`config.mk`:
```
export PLATFORM = sky130hd
export DESIGN_NAME = fmw_ilv_router
export DESIGN_NICKNAME = d
export VERILOG_FILES = /design/src/rtl/fmw_pkg.sv /design/src/rtl/fmw_cfg_check.sv /design/src/rtl/fmw_addr_decode.sv /design/src/rtl/fmw_ilv_router.sv
export SDC_FILE = /design/constraint.sdc
export NUM_CORES = 1
export LEC_CHECK = 0
export CAP_MARGIN = 20
export CORE_AREA = 10 10 363 365
export DETAILED_ROUTE_END_ITERATION = 6
export DIE_AREA = 0 0 373 375
export GPL_ROUTABILITY_DRIVEN = 0
export GPL_TIMING_DRIVEN = 1
export RECOVER_POWER = 50
export SLEW_MARGIN = 20
export SYNTH_ARGS = -nofsm -noshare
export SYNTH_HDL_FRONTEND = slang
export SYNTH_HIERARCHICAL = 1
export SYNTH_SLANG_ARGS = --single-unit
```
`constraint.sdc`:
```
create_clock -name clk -period 8.4 [get_ports clk]
set_input_delay 2.52 -clock clk [delete_from_list [all_inputs] [get_ports clk]]
set_output_delay 2.52 -clock clk [all_outputs]
set_load 0.01 [all_outputs]
```
`src/rtl/fmw_pkg.sv`:
```
package fmw_pkg;
   localparam int unsigned DATA_W         = 64;
   localparam int unsigned WIN_ALIGN_BITS = 28;
   localparam int unsigned GRAN_BASE_SH   = 8;
   localparam int unsigned GRAN_ENC_MAX   = 6;
   localparam int unsigned MAX_ACC_BYTES  = 8;

   typedef enum logic [1:0] {
      ST_IDLE,
      ST_FWD,
      ST_WAIT,
      ST_RESP
   } fmw_state_e;
endpackage

```
`src/rtl/fmw_cfg_check.sv`:
```
module fmw_cfg_check #(
   parameter int unsigned ADDR_W  = 48,
   parameter int unsigned MAX_TGT = 8,
   parameter int unsigned CNT_W   = 4,
   parameter int unsigned IDX_W   = 3
) (
   input  logic [ADDR_W-1:0] cfg_size,
   input  logic [CNT_W-1:0]  cfg_ntgt,
   input  logic              cfg_gran_set,
   input  logic [2:0]        cfg_gran_enc,
   output logic              cfg_ok,
   output logic [3:0]        shamt,
   output logic [IDX_W-1:0]  tgt_mask
);
   import fmw_pkg::*;

   logic       size_ok;
   logic       ways_ok;
   logic       gran_ok;
   logic [2:0] enc_eff;

   always_comb begin
      size_ok  = (cfg_size[WIN_ALIGN_BITS-1:0] == '0) && (cfg_size != '0);
      ways_ok  = (cfg_ntgt != '0)
               && ((cfg_ntgt & (cfg_ntgt - 1'b1)) == '0)
               && (cfg_ntgt <= CNT_W'(MAX_TGT));
      gran_ok  = !cfg_gran_set || (cfg_gran_enc <= 3'(GRAN_ENC_MAX));
      enc_eff  = cfg_gran_set ? cfg_gran_enc : 3'd0;
      shamt    = 4'(GRAN_BASE_SH) + {1'b0, enc_eff};
      tgt_mask = IDX_W'(cfg_ntgt - 1'b1);
      cfg_ok   = size_ok && ways_ok && gran_ok;
   end
endmodule

```
`src/rtl/fmw_addr_decode.sv`:
```
module fmw_addr_decode #(
   parameter int unsigned ADDR_W  = 48,
   parameter int unsigned MAX_TGT = 8,
   parameter int unsigned IDX_W   = 3
) (
   input  logic [ADDR_W-1:0]  base,
   input  logic [ADDR_W-1:0]  off,
   input  logic [ADDR_W-1:0]  win_size,
   input  logic [3:0]         acc_size,
   input  logic [3:0]         shamt,
   input  logic [IDX_W-1:0]   tgt_mask,
   input  logic [MAX_TGT-1:0] port_present,
   output logic [ADDR_W-1:0]  host_addr,
   output logic [IDX_W-1:0]   tgt_idx,
   output logic               route_ok
);
   import fmw_pkg::*;

   logic [ADDR_W:0]   end_ext;
   logic [ADDR_W-1:0] shifted;
   logic              in_win;
   logic              size_ok;

   always_comb begin
      host_addr = base + off;
      shifted   = host_addr >> shamt;
      tgt_idx   = shifted[IDX_W-1:0] & tgt_mask;
      end_ext   = {1'b0, off} + {{(ADDR_W-3){1'b0}}, acc_size};
      in_win    = end_ext <= {1'b0, win_size};
      size_ok   = (acc_size != 4'd0) && (acc_size <= 4'(MAX_ACC_BYTES));
      route_ok  = in_win && size_ok && port_present[tgt_idx];
   end
endmodule

```
`src/rtl/fmw_ilv_router.sv`:
```
module fmw_ilv_router #(
   parameter int unsigned ADDR_W  = 48,
   parameter int unsigned MAX_TGT = 8,
   localparam int unsigned CNT_W  = $clog2(MAX_TGT + 1),
   localparam int unsigned IDX_W  = (MAX_TGT > 1) ? $clog2(MAX_TGT) : 1,
   localparam int unsigned DW     = fmw_pkg::DATA_W
) (
   input  logic                  clk,
   input  logic                  rst_n,
   input  logic [ADDR_W-1:0]     cfg_base,
   input  logic [ADDR_W-1:0]     cfg_size,
   input  logic [CNT_W-1:0]      cfg_ntgt,
   input  logic                  cfg_gran_set,
   input  logic [2:0]            cfg_gran_enc,
   input  logic [MAX_TGT-1:0]    port_present,
   output logic                  cfg_ok,
   input  logic                  req_valid,
   output logic                  req_ready,
   input  logic                  req_wr,
   input  logic [3:0]            req_size,
   input  logic [ADDR_W-1:0]     req_off,
   input  logic [DW-1:0]         req_wdata,
   output logic                  rsp_valid,
   input  logic                  rsp_ready,
   output logic [DW-1:0]         rsp_rdata,
   output logic                  rsp_err,
   output logic [MAX_TGT-1:0]    dn_valid,
   input  logic [MAX_TGT-1:0]    dn_ready,
   output logic [ADDR_W-1:0]     dn_addr,
   output logic                  dn_wr,
   output logic [3:0]            dn_size,
   output logic [DW-1:0]         dn_wdata,
   input  logic [MAX_TGT-1:0]    dn_rvalid,
   input  logic [MAX_TGT*DW-1:0] dn_rdata,
   input  logic [MAX_TGT-1:0]    dn_rerr
);
   import fmw_pkg::*;

   if (MAX_TGT < 1 || (MAX_TGT & (MAX_TGT - 1)) != 0) begin : g_bad_tgt
      $error("MAX_TGT must be a power of two");
   end
   if (ADDR_W <= WIN_ALIGN_BITS + 1) begin : g_bad_addr
      $error("ADDR_W too narrow for 256 MiB windows");
   end

   logic [3:0]        shamt;
   logic [IDX_W-1:0]  tgt_mask;
   logic [ADDR_W-1:0] host_addr;
   logic [IDX_W-1:0]  tgt_idx;
   logic              route_ok;

   fmw_cfg_check #(
      .ADDR_W (ADDR_W),
      .MAX_TGT(MAX_TGT),
      .CNT_W  (CNT_W),
      .IDX_W  (IDX_W)
   ) i_cfg (
      .cfg_size    (cfg_size),
      .cfg_ntgt    (cfg_ntgt),
      .cfg_gran_set(cfg_gran_set),
      .cfg_gran_enc(cfg_gran_enc),
      .cfg_ok      (cfg_ok),
      .shamt       (shamt),
      .tgt_mask    (tgt_mask)
   );

   fmw_addr_decode #(
      .ADDR_W (ADDR_W),
      .MAX_TGT(MAX_TGT),
      .IDX_W  (IDX_W)
   ) i_dec (
      .base        (cfg_base),
      .off         (req_off),
      .win_size    (cfg_size),
      .acc_size    (req_size),
      .shamt       (shamt),
      .tgt_mask    (tgt_mask),
      .port_present(port_present),
      .host_addr   (host_addr),
      .tgt_idx     (tgt_idx),
      .route_ok    (route_ok)
   );

   fmw_state_e        state;
   logic [IDX_W-1:0]  idx_q;
   logic [ADDR_W-1:0] addr_q;
   logic              wr_q;
   logic [3:0]        size_q;
   logic [DW-1:0]     wdata_q;
   logic [DW-1:0]     rdata_q;
   logic              err_q;
   logic [DW-1:0]     port_rd [MAX_TGT];
   logic              req_fire;

   for (genvar p = 0; p < MAX_TGT; p++) begin : g_port
      assign dn_valid[p] = (state == ST_FWD) && (idx_q == IDX_W'(p));
      assign port_rd[p]  = dn_rdata[p*DW +: DW];
   end

   assign req_ready = (state == ST_IDLE) && cfg_ok;
   assign req_fire  = req_valid && req_ready;
   assign rsp_valid = (state == ST_RESP);
   assign rsp_rdata = rdata_q;
   assign rsp_err   = err_q;
   assign dn_addr   = addr_q;
   assign dn_wr     = wr_q;
   assign dn_size   = size_q;
   assign dn_wdata  = wdata_q;

   always_ff @(posedge clk or negedge rst_n) begin
      if (!rst_n) begin
         state   <= ST_IDLE;
         idx_q   <= '0;
         addr_q  <= '0;
         wr_q    <= 1'b0;
         size_q  <= '0;
         wdata_q <= '0;
         rdata_q <= '0;
         err_q   <= 1'b0;
      end else begin
         case (state)
            ST_IDLE: if (req_fire) begin
               addr_q  <= host_addr;
               wr_q    <= req_wr;
               size_q  <= req_size;
               wdata_q <= req_wdata;
               idx_q   <= tgt_idx;
               rdata_q <= '0;
               err_q   <= !route_ok && !req_wr;
               state   <= route_ok ? ST_FWD : ST_RESP;
            end
            ST_FWD: if (dn_ready[idx_q]) state <= ST_WAIT;
            ST_WAIT: if (dn_rvalid[idx_q]) begin
               rdata_q <= wr_q ? '0 : port_rd[idx_q];
               err_q   <= dn_rerr[idx_q];
               state   <= ST_RESP;
            end
            ST_RESP: if (rsp_ready) state <= ST_IDLE;
            default: state <= ST_IDLE;
         endcase
      end
   end

   assert_cfg_gate_R1: assert property (@(posedge clk) disable iff (!rst_n)
      !cfg_ok |-> !req_ready);
   assert_port_range_R4: assert property (@(posedge clk) disable iff (!rst_n)
      (dn_valid != '0) |-> ((dn_valid >> cfg_ntgt) == '0));
   assert_single_fwd_R5: assert property (@(posedge clk) disable iff (!rst_n)
      $onehot0(dn_valid));
   assert_unrouted_no_fwd_R6: assert property (@(posedge clk) disable iff (!rst_n)
      (req_fire && !route_ok) |=> (dn_valid == '0) && rsp_valid);
   assert_busy_blocks_R9: assert property (@(posedge clk) disable iff (!rst_n)
      (rsp_valid || (dn_valid != '0)) |-> !req_ready);
   assert_rsp_hold_R9: assert property (@(posedge clk) disable iff (!rst_n)
      (rsp_valid && !rsp_ready) |=> rsp_valid && $stable(rsp_rdata) && $stable(rsp_err));
endmodule

```
==> run summary <==
Async set-reset flop share out of synthesis: 1.00
Yosys warns: 6
Area delta synth->final: 70.5%
Clock Sinks: 187
Tightest Pin Transition: 3.23 ns
First-pass GRT wire length: 185 mm
Fin. Hold Viols: 0
Core Rows: 130
Drt pass-1 iters: 5
Leak: 11.7 nW
Total track usage: 0.196
Worst hold path type: register to register
Fraction of layout cells with a size suffix above 1: 0.138
Fin crit share: 0.949
Prevailing post-synth register cell: dfrtp_1
Outcome: complete, but fails checks
PortBufs: 961
Crit-path max cell delay: 0.53 ns
Violated checks: capacitance limit, slew limit
CORE AREA: 0.125 sq mm
Via Count: 19300
Crit path launch type: input pin
Setup CP Type: input pin to register
FMAX: 125 MHz
CTS buffer count: 17
Via density: 4.58
Routed wire length: 145 mm
Final WS setup: 0.428 ns
Critical path required time: 8.82 ns
Ports: 962
Worst Skew: 0.0204 ns
Clock Root Buffer: clkbuf_16
Mapped Cells: 1634
Tmin final: 7.97 ns
Final #Nets: 3412
CTS max path bufs: 2
Largest net degree at the start of global routing: 130
#FFs+latches synth: 187
Core Util, Final: 0.236
Total grt overflow: 0
Slew Limit Fails: 115
Max VDD drop: 0.000169 V
Post-synthesis cell type count: 81
Max FO, Critical Path: 4
Crit-path slowest cell: clkdlybuf4s50_1
Later-pin clock latency in the skew report: 0.54 ns
CTS HTree Levels: 4
Setup-failing EPs final: 0
Die height: 375 um
Filler instances: 13400
Post-synth EDFFs: 0
Max-cap viol count: 3
Final HPWL from detailed placement: 127 mm
Routed Antenna Nets: 0
Unrepaired setup endpoints after global routing: false
DIE AREA: 0.140 sq mm
WL per Instance: 34.3 um
Pre-CTS WS: -0.332 ns
CTS clk-pin slew, worst paths: 0.10 ns
Placed cell count: 4166
Mapped Area: 0.0173 sq mm
DRC viols: 0
Post-synthesis sequential area ratio: 0.271
Hold-fix buffers, CTS: 0
Max_slew headroom: -1.15
Setup TNS Final: 0 ns
Worst Path Arrival: 8.39 ns
Most used cell, CP: buf_4
Initial antenna violation count: 141
Cell Count, Final, Fillers Out: 4220
Total power: 3.91 mW
Drt first-iter violations: 1814
CP endpoint kind: register
Initial Util: 0.138
PwrDens: 133 mW/mm^2
Vias in the first global route: 18500
CTS tree: built
Mean Syn Cell Area: 10.6 sq um
Mapped Nets: 2511
Die width: 373 um
==> report_power, final <==
| part | internal [mW] | leakage, nW | switching (mW) | total [mW] |
|---|---|---|---|---|
| Clock | 0.411 | 0.290 | 0.511 | 0.922 |
| Sequential | 0.991 | 2.56 | 0.0481 | 1.04 |
| Combinational | 0.817 | 8.88 | 1.14 | 1.95 |
==> routing by layer <==
metal | track usage | vias up | wire [um]
met5 | 0 | - | 382
met4 | 0.0324 | 66 | 2530
met3 | 0.0857 | 266 | 15300
met2 | 0.337 | 1194 | 70400
met1 | 0.229 | 9587 | 56100
li1 | - | 8196 | -
==> final timing paths <==
| check | from | end | slack (ns) | depth (start not counted) |
|---|---|---|---|---|
| hold reg to reg | rsp_rdata[8] | rsp_rdata[8] | 0.50 | 2 |
| max in group asynchronous | rst_n | dn_wdata[52] | 2.87 | 2 |
| setup reg to reg | idx_q[0] | rsp_rdata[8] | 3.80 | 6 |
| min in group asynchronous | rst_n | dn_addr[12] | 1.97 | 1 |
| setup / recovery | req_size[0] | rsp_err | 0.43 | 29 |
| hold / removal | rsp_rdata[8] | rsp_rdata[8] | 0.50 | 2 |
==> critical path, delay by kind of cell <==
family          cells  cell delay, ns
xor+xnor            1            0.21
buf+inv             6            1.27
fa+ha+maj           3            0.89
compound gates     12            2.43
simple gates        7            1.04
==> flip-flops by register name (all words and copies together) (netlist names) <==
register / cells
idx_q: 3
dn_wdata: 64
dn_wr: 1
dn_addr: 48
rsp_err: 1
rsp_rdata: 64
dn_size: 4
state: 2
==> layout make-up <==
cell class              count  area [sq um]  share of cell area
multi-input cells        1245         11800               0.400
clock inverters            14           164             0.00557
flip-flops and latches    187          4690               0.159
repair buffers            993          9890               0.336
diodes                     22          55.1             0.00187
inverters                  91           342              0.0116
well taps                1650          2060              0.0702
clock buffers              18           439              0.0149
==> layout by cell type (no fill, tap or decap), types with 16 or more instances in the layout <==
cell             instances
clkdlybuf4s50_1        864
xor2_1                  28
buf_4                   26
mux2_2                 125
a21o_1                  48
dfrtp_1                184
o21ai_0                 68
a21oi_1                 65
xnor2_1                 47
clkbuf_16               17
nor3_1                  29
ha_1                   106
dlygate4sd3_1           96
nand4_1                 34
nand3_1                 30
and3_1                  16
mux2i_1                 79
nor2_1                  64
nor4_1                  22
mux4_2                 136
o41ai_1                 65
nand2_1                 58
diode_2                 22
inv_1                   90
o21ai_1                 27
==> timing repair <==
action | CTS | global route
setup buffers | 0 | 0
resized for setup | 0 | 1
endpoints found under the setup margin | 0 | 1
==> cell usage after synthesis, drive strengths merged (8+ instances only) <==
cell,n,area share
o21a,11,0.0048
nand4,35,0.014
clkbuf,61,0.013
nor2b,13,0.0047
or2,9,0.0033
ha,106,0.077
buf,50,0.015
and3,16,0.0058
dfrtp,187,0.27
xor2,28,0.014
xnor2,47,0.024
nor2,66,0.014
nand2b,12,0.0043
o211ai,10,0.0046
inv,90,0.020
and2,16,0.0059
nor4,22,0.0080
o41ai,65,0.033
mux2,125,0.082
o21ai,95,0.028
a211oi,15,0.0068
nand3,30,0.0087
mux4,136,0.18
nor3,29,0.0084
a21o,48,0.021
nand2,59,0.013
a211o,8,0.0041
mux2i,79,0.046
a21oi,65,0.019
==> cells by family after synthesis <==
family | count (synthesis) | share of synthesized area
other cells | 1 | 0.000217
xor+xnor | 75 | 0.0381
flops | 187 | 0.271
buf+inv | 202 | 0.0479
fa+ha+maj | 108 | 0.0792
simple gates | 344 | 0.108
compound gates | 377 | 0.151
mux | 340 | 0.305
==> through the flow <==
| stage | hold WS [ns] | cell area [sq um] |
|---|---|---|
| 2_1_floorplan | 0.521 | 17300 |
| 3_3_place_gp | 0.471 | 28800 |
| 3_5_place_dp | 0.479 | 28800 |
| 4_1_cts | 0.503 | 29400 |
| 5_1_grt | 0.517 | 29400 |
| 6_report | 0.500 | 29400 |
No activity file was read; power rests on OpenSTA's default activity.
